[config.mk]
export PLATFORM = sky130hd
export DESIGN_NAME = otp_fuse_regs
export DESIGN_NICKNAME = d
export VERILOG_FILES = /design/src/rtl/otp_fuse_regs.sv
export SDC_FILE = /design/constraint.sdc
export NUM_CORES = 1
export LEC_CHECK = 0
export ABC_AREA = 1
export BUFFER_PORTS_ARGS = -buffer_cell sky130_fd_sc_hd__buf_2
export CORE_ASPECT_RATIO = 1.5
export CORE_MARGIN = 10
export CORE_UTILIZATION = 45
export DETAILED_ROUTE_END_ITERATION = 12
export PLACE_DENSITY = 0.73
export SKIP_CTS_REPAIR_TIMING = 1
export SLEW_MARGIN = 30
export SYNTH_ARGS = -nofsm -noshare
export SYNTH_HDL_FRONTEND = slang
export SYNTH_SLANG_ARGS = --single-unit
[constraint.sdc]
create_clock -name clk -period 3.4 [get_ports clk]
set_input_delay 0.51 -clock clk [delete_from_list [all_inputs] [get_ports clk]]
set_output_delay 0.51 -clock clk [all_outputs]
set_load 0.01 [all_outputs]
[src/rtl/otp_fuse_regs.sv]
module otp_fuse_regs #(
  parameter int          ADDR_W     = 12,
  parameter int          REG_AW     = 8,
  parameter int          SERIAL_IDX = 'hFC,
  parameter logic [31:0] SERIAL     = 32'h1234_5678
) (
  input  logic              clk,
  input  logic              rst_n,
  input  logic [REG_AW-1:0] addr,
  input  logic              wr_en,
  input  logic [31:0]       wdata,
  input  logic              rd_en,
  output logic [31:0]       rdata
);
  localparam int NREG  = 15;
  localparam int I_ADR = 0;
  localparam int I_CE  = 3;
  localparam int I_OUT = 6;
  localparam int I_STB = 7;
  localparam int I_TRM = 13;
  localparam logic [ADDR_W-1:0] SER0 = ADDR_W'(SERIAL_IDX);
  localparam logic [ADDR_W-1:0] SER1 = ADDR_W'(SERIAL_IDX + 1);

  logic [31:0] regs [16];
  logic [31:0] rd_val;
  logic [31:0] fuse_word;

  wire [3:0] idx    = addr[5:2];
  wire       mapped = (addr[1:0] == 2'b00) && (addr[REG_AW-1:6] == '0) && (idx < 4'(NREG));
  wire       is_out = mapped && (idx == 4'(I_OUT));
  wire       fuse_on = regs[I_CE][0] & regs[I_STB][0] & regs[I_TRM][0];
  wire [ADDR_W-1:0] fuse_adr = regs[I_ADR][ADDR_W-1:0];

  always_comb begin
    if (fuse_adr == SER0)      fuse_word = SERIAL;
    else if (fuse_adr == SER1) fuse_word = ~SERIAL;
    else                       fuse_word = '1;
  end

  always_comb begin
    if (!mapped)     rd_val = '0;
    else if (is_out) rd_val = fuse_on ? fuse_word : 32'h0000_00FF;
    else             rd_val = regs[idx];
  end

  always_ff @(posedge clk) begin
    if (!rst_n) begin
      for (int i = 0; i < 16; i++) regs[i] <= '0;
      rdata <= '0;
    end else begin
      if (wr_en && mapped && !is_out)
        regs[idx] <= (idx == 4'(I_ADR)) ? {{(32-ADDR_W){1'b0}}, wdata[ADDR_W-1:0]} : wdata;
      if (rd_en) rdata <= rd_val;
    end
  end


  gated_ff_chk: assert property (@(posedge clk) disable iff (!rst_n)
    (rd_en && !wr_en && is_out && !fuse_on) |=> (rdata == 32'h0000_00FF));

  unmapped_zero_chk: assert property (@(posedge clk) disable iff (!rst_n)
    (rd_en && !mapped) |=> (rdata == '0));

  addr_upper_chk: assert property (@(posedge clk) disable iff (!rst_n)
    (rd_en && !wr_en && mapped && idx == 4'(I_ADR)) |=> (rdata[31:ADDR_W] == '0));

  hold_chk: assert property (@(posedge clk) disable iff (!rst_n)
    (!rd_en && $past(rst_n)) |=> $stable(rdata));

  out_wr_chk: assert property (@(posedge clk) disable iff (!rst_n)
    (wr_en && is_out) |=> $stable(fuse_on));
endmodule

==> run metrics, run 1 <==
outcome finished clean; multi-input logic area 7960 um2; P_leak 14.4 nW; CP bufs+invs 2; Required @ worst endpoint 3700 ps; worst vdd ir 0.312 mV; min Tclk post-route 2190 ps; clock-pin slew on the worst setup and hold paths 70 ps; overall routing resource usage 0.201; setup TNS 0 ps; combinational share of power 0.090; startpoint type of the worst setup path input port; Post-synth EDFFs 512; number of global-route vias before repair 19100; clock share of power 0.361; H-tree depth 2; worst-path fanout max 24; total gr overflow 0; largest net degree at the start of global routing 195; final hold violations 0; Post-synth top flop edfxtp_1; Crit Path Class input port to flop; vias per cell 4.90; Switching Fraction 0.239; first-pass GRT wire length 107 mm; share of power burned in registers 0.548; fmax 458 MHz; # diodes 0; Setup WS pre-CTS 694 ps; CP delay by family, top simple AND/OR/NAND/NOR gates; sw power 0.00338 W; CTS Buffer Depth 3; Min-Delay Path Class flop to flop; Slowest cell on crit path nand2_1; FF+latch area 16000 um2; total power after layout 0.0141 W; Synth-to-Final Area Change 11.2%; syn_area_per_cell 8.30 um2; Worst Skew 14.2 ps; clock sink count 544; Power Density 486 nW/um2; Mapped Area 26200 um2; CP peak stage delay 850 ps; mean routed wirelength per cell 17.2 um; Core ar. 57700 um2; Num CTS Buffers 46; die height 315 um; initial antenna violation count 2; Post-DRT Antenna Nets 0; Cell Rows 108; NumNets Final 3282; worst endpoint data arrival time 2480 ps; Int Power 0.0108 W; RSZ-0062 raised after global routing no; Clock Latency Late Sink 570 ps; initial core utilization 0.453; fin. max-slew vios 0; Seq cells post-synth 544; io pins 76; drt pass-1 iters 5; Root Buffer clkbuf_16; DPL Wire Length 41.2 mm; register area share after synthesis 0.612; final setup vio count 0; GP Congestion 0.849; Residual DRC 0; Synth async-reset ratio 0; CP Capture Type flop; Slew HR 0.334; vias 19800; TritonCTS clock tree built; share of the clock period used by the worst path 0.643; DRT Wirelength 69.5 mm; Yosys warnings 0; number of max-cap violations 0; die area 68400 um2; Least-Margin Pin Slew 999 ps; port buffer count 75; post-synthesis cell count 3152; Initial DRC Count 1958; fillcell total 5282; worst setup margin 1210 ps; share of layout cells above drive strength 1 0.0672; worst-path cell chain clkbuf_8, inv_8, nand3_1, nand2_1, nor2_1; post-synth cell types 25; Die Wd 217 um
through the flow:
stage	cell area [um2]	cells	util	hold WS (ps)
floorplan	26500	3235	-	488
global placement	27600	3960	0.479	451
detailed placement	27600	3960	0.479	454
CTS	29100	4044	0.504	464
global route	29100	4044	0.504	488
finish	29100	4044	0.504	463
synth_stat cells, types with 3 or more instances:
library cell	count	share of area
buf_4	5	0.0014
inv_1	466	0.067
clkbuf_1	136	0.020
edfxtp_1	512	0.59
nor3_1	3	0.00057
o21bai_1	31	0.0089
buf_2	36	0.0069
nand2_1	1337	0.19
buf_1	6	0.00086
dfxtp_1	32	0.024
a21oi_1	33	0.0063
o21ai_0	33	0.0063
nor2_1	502	0.072
nand2_2	4	0.00096
tightest hold or removal path, cell delays in order, from the launching register on:
cell and delay (ps):
dfxtp_1 310, nand2_1 60, a21oi_1 50
layout by cell type (no fill, tap or decap), types with 2 or more instances in the layout:
master     netlist  final
clkbuf_16        0     49
o21bai_1        31     31
nor3_1           3      3
o21ai_0         33     33
nand2_4          2      2
nand4_1          2      2
nor2_1         502    500
a21oi_1         33     33
inv_1          466    465
nand2_1       1337   1334
buf_12           0      6
nand2_2          4      7
clkbuf_8         0      7
clkinv_2         0      6
buf_4            5     58
dfxtp_1         32     32
nor2_4           2      4
edfxtp_1       512    512
clkbuf_1       136     12
clkinv_1         2     12
conb_1           1     84
buf_2           36     73
layer usage:
layer,up-vias,part of all wire,wire [um],global-route usage
li1,9582,-,-,-
met1,9266,0.37,25900,0.237
met2,783,0.51,35400,0.358
met3,166,0.076,5260,0.0266
met4,4,0.041,2870,0.0916
met5,-,0.00029,20,0
flip-flops by register name (all words and copies together), names as in the netlist:
register	count
regs	512
rdata	32
final timing paths:
| check | endpoint | cells past startpoint | from | slack [ps] |
|---|---|---|---|---|
| min reg2reg | rdata[29]$_SDFFE_PN0P_ | 2 | rdata[29]$_SDFFE_PN0P_ | 460 |
| min | rdata[29]$_SDFFE_PN0P_ | 2 | rdata[29]$_SDFFE_PN0P_ | 460 |
| max | regs[5][17]$_SDFFCE_PN0P_ | 5 | addr[2] | 1210 |
| max reg2reg | rdata[11]$_SDFFE_PN0P_ | 7 | regs[13][0]$_SDFFCE_PN0P_ | 1690 |
power groups by stage:
stage                     combinational, W  sequential, W  clock [W]
after global routing               0.00143        0.00778    0.00540
after detailed placement           0.00126        0.00790          0
after global placement             0.00125        0.00788          0
final                              0.00128        0.00775    0.00511
after floorplan                   0.000848        0.00788          0
after CTS                          0.00127        0.00775    0.00515
kinds of logic (layout without fill, tap and decap cells):
group | Yosys count | count (layout) | synth area share
DFF | 544 | 544 | 0.612
AOI/OAI and AO/OA | 98 | 98 | 0.0219
buffers and inverters | 653 | 692 | 0.0961
and+or+nand+nor | 1856 | 1856 | 0.270
other | 1 | 84 | 0.000143
cell type report:
class	instances	area share
Tap cell	770	0.0331
Inverter	470	0.0610
Clock inverter	17	0.00271
Clock buffer	67	0.0466
Sequential cell	544	0.551
Timing Repair Buffer	138	0.0321
Multi-Input combinational cell	2038	0.274
Note: power is estimated with default switching activity, not from simulation.
==> run 2, diff against run 1 <==
- clock period: 3.4 -> 2.02 ns (I/O delays scaled with it)
==> run metrics, run 2 (same netlist as run 1, synthesis figures left out) <==
outcome finished clean; worst setup margin 325 ps (-890 ps); drt pass-1 iters 5 (unchanged); largest registers regs: 512 flops, rdata: 32 flops; H-tree depth 2 (unchanged); clock-pin slew on the worst setup and hold paths 70 ps (about the same); GP Congestion 0.880 (+3.6%); Power Density 813 nW/um2 (+67%); NumNets Final 3360 (+2.4%); Switching Fraction 0.242 (+0.00308); Initial DRC Count 1682 (-14%); total power after layout 0.0248 W (+75%); share of layout cells above drive strength 1 0.0957 (+0.0285); vias per cell 4.88 (-0.39%); port buffer count 75 (unchanged); initial core utilization 0.453 (unchanged); Crit Path Class input port to flop; overall routing resource usage 0.208 (+0.00636); Post-DRT Antenna Nets 0 (unchanged); fmax 590 MHz; number of max-cap violations 0 (unchanged); Core ar. 57700 um2 (unchanged); Cell Rows 108 (unchanged); die height 315 um (unchanged); Residual DRC 0 (unchanged); Slew HR 0.558 (+0.224); # diodes 0 (unchanged); fin. max-slew vios 0 (unchanged); combinational share of power 0.100 (+0.010); slack of the worst reg-to-reg path 340 ps (-1350 ps); DPL Wire Length 46.2 mm (+12%); total gr overflow 0 (unchanged); commonest non-fill, non-tap cell in the layout nand2_1; final hold violations 0 (unchanged); clock share of power 0.374 (+0.013); most frequent cells in the layout 1323 x nand2_1, 512 x edfxtp_1, 500 x nor2_1; TritonCTS clock tree built; share of power burned in registers 0.526 (-0.022); startpoint type of the worst setup path input port; Synth-to-Final Area Change 16.6%; Clock Latency Late Sink 590 ps (+20 ps); DRT Wirelength 71.0 mm (+2.3%); Worst Skew 15.0 ps (+0.788 ps); P_leak 15.0 nW (+4.6%); number of global-route vias before repair 19800 (+3.6%); io pins 76 (unchanged); sw power 0.00601 W (+78%); setup TNS 0 ps (unchanged); mean routed wirelength per cell 17.2 um (+0.24%); Int Power 0.0188 W (+75%); final setup vio count 0 (unchanged); worst endpoint data arrival time 2200 ps (-280 ps); Least-Margin Pin Slew 662 ps (-337 ps); Num CTS Buffers 48 (+4.3%); die area 68400 um2 (unchanged); share of the clock period used by the worst path 0.839; vias 20100 (+1.6%); Required @ worst endpoint 2530 ps (-1170 ps); CP Capture Type flop; worst vdd ir 0.682 mV (+120%); max reg flops 512 (unchanged); Root Buffer clkbuf_16; Setup WS pre-CTS -217 ps (-911 ps); initial antenna violation count 1 (-1); CTS Buffer Depth 3 (unchanged); Min-Delay Path Class input port to flop; Reg with most FFs regs; RSZ-0062 raised after global routing no; Die Wd 217 um (unchanged); worst-path fanout max 20 (-17%); min Tclk post-route 1690 ps; first-pass GRT wire length 110 mm (+2.5%); largest net degree at the start of global routing 52 (-73%); clock sink count 544 (unchanged)
==> run 2: worst paths after layout <==
check / start / to / cells past startpoint
setup / recovery: addr[2] / rdata[12]$_SDFFE_PN0P_ / 11
hold / removal: wdata[24] / regs[12][24]$_SDFFCE_PN0P_ / 4
setup reg to reg: regs[13][0]$_SDFFCE_PN0P_ / rdata[22]$_SDFFE_PN0P_ / 7
hold reg to reg: rdata[8]$_SDFFE_PN0P_ / rdata[8]$_SDFFE_PN0P_ / 2
==> run 2: power groups by stage <==
| stage | clock network (W) | logic (W) | registers, W |
|---|---|---|---|
| 2_1_floorplan | 0 | 0.00145 | 0.0133 |
| 3_3_place_gp | 0 | 0.00243 | 0.0133 |
| 3_5_place_dp | 0 | 0.00247 | 0.0133 |
| 4_1_cts | 0.00938 | 0.00248 | 0.0130 |
| 5_1_grt | 0.00980 | 0.00277 | 0.0131 |
| 6_report | 0.00928 | 0.00249 | 0.0130 |
==> run 2: metal layers <==
layer,part of all wire,track usage,vias up
met2,0.52,0.371,774
met1,0.37,0.241,9410
li1,-,-,9745
met4,0.042,0.0940,2
met3,0.071,0.0301,188
met5,0.00015,0,-
==> run 2: worst max-delay path, cell delays in order <==
cell and delay (ps):
clkbuf_8 150, buf_4 370, buf_12 220, nor2_1 60, o21bai_1 130, nand2_1 90
nand2_1 60, nand2_1 70, o21ai_0 420, nand2_1 140, a21oi_1 150
==> run 2: per-stage QoR <==
step | cell area (um2) | util | hold slack (ps) | instances
6_report | 30500 | 0.529 | 237 | 4125
5_1_grt | 30500 | 0.529 | 238 | 4125
4_1_cts | 30500 | 0.529 | 219 | 4125
3_5_place_dp | 28900 | 0.502 | 453 | 4036
3_3_place_gp | 28900 | 0.502 | 451 | 4036
2_1_floorplan | 26600 | - | 488 | 3235
==> run 2: layout make-up <==
cell class / count / area (um2)
Clock buffer: 61 / 1300
Clock inverter: 28 / 265
Fill cell: 5170 / 27200
Inverter: 470 / 1780
Multi-Input combinational cell: 2038 / 8080
Sequential cell: 544 / 16000
Tap cell: 770 / 963
Timing Repair Buffer: 214 / 2110
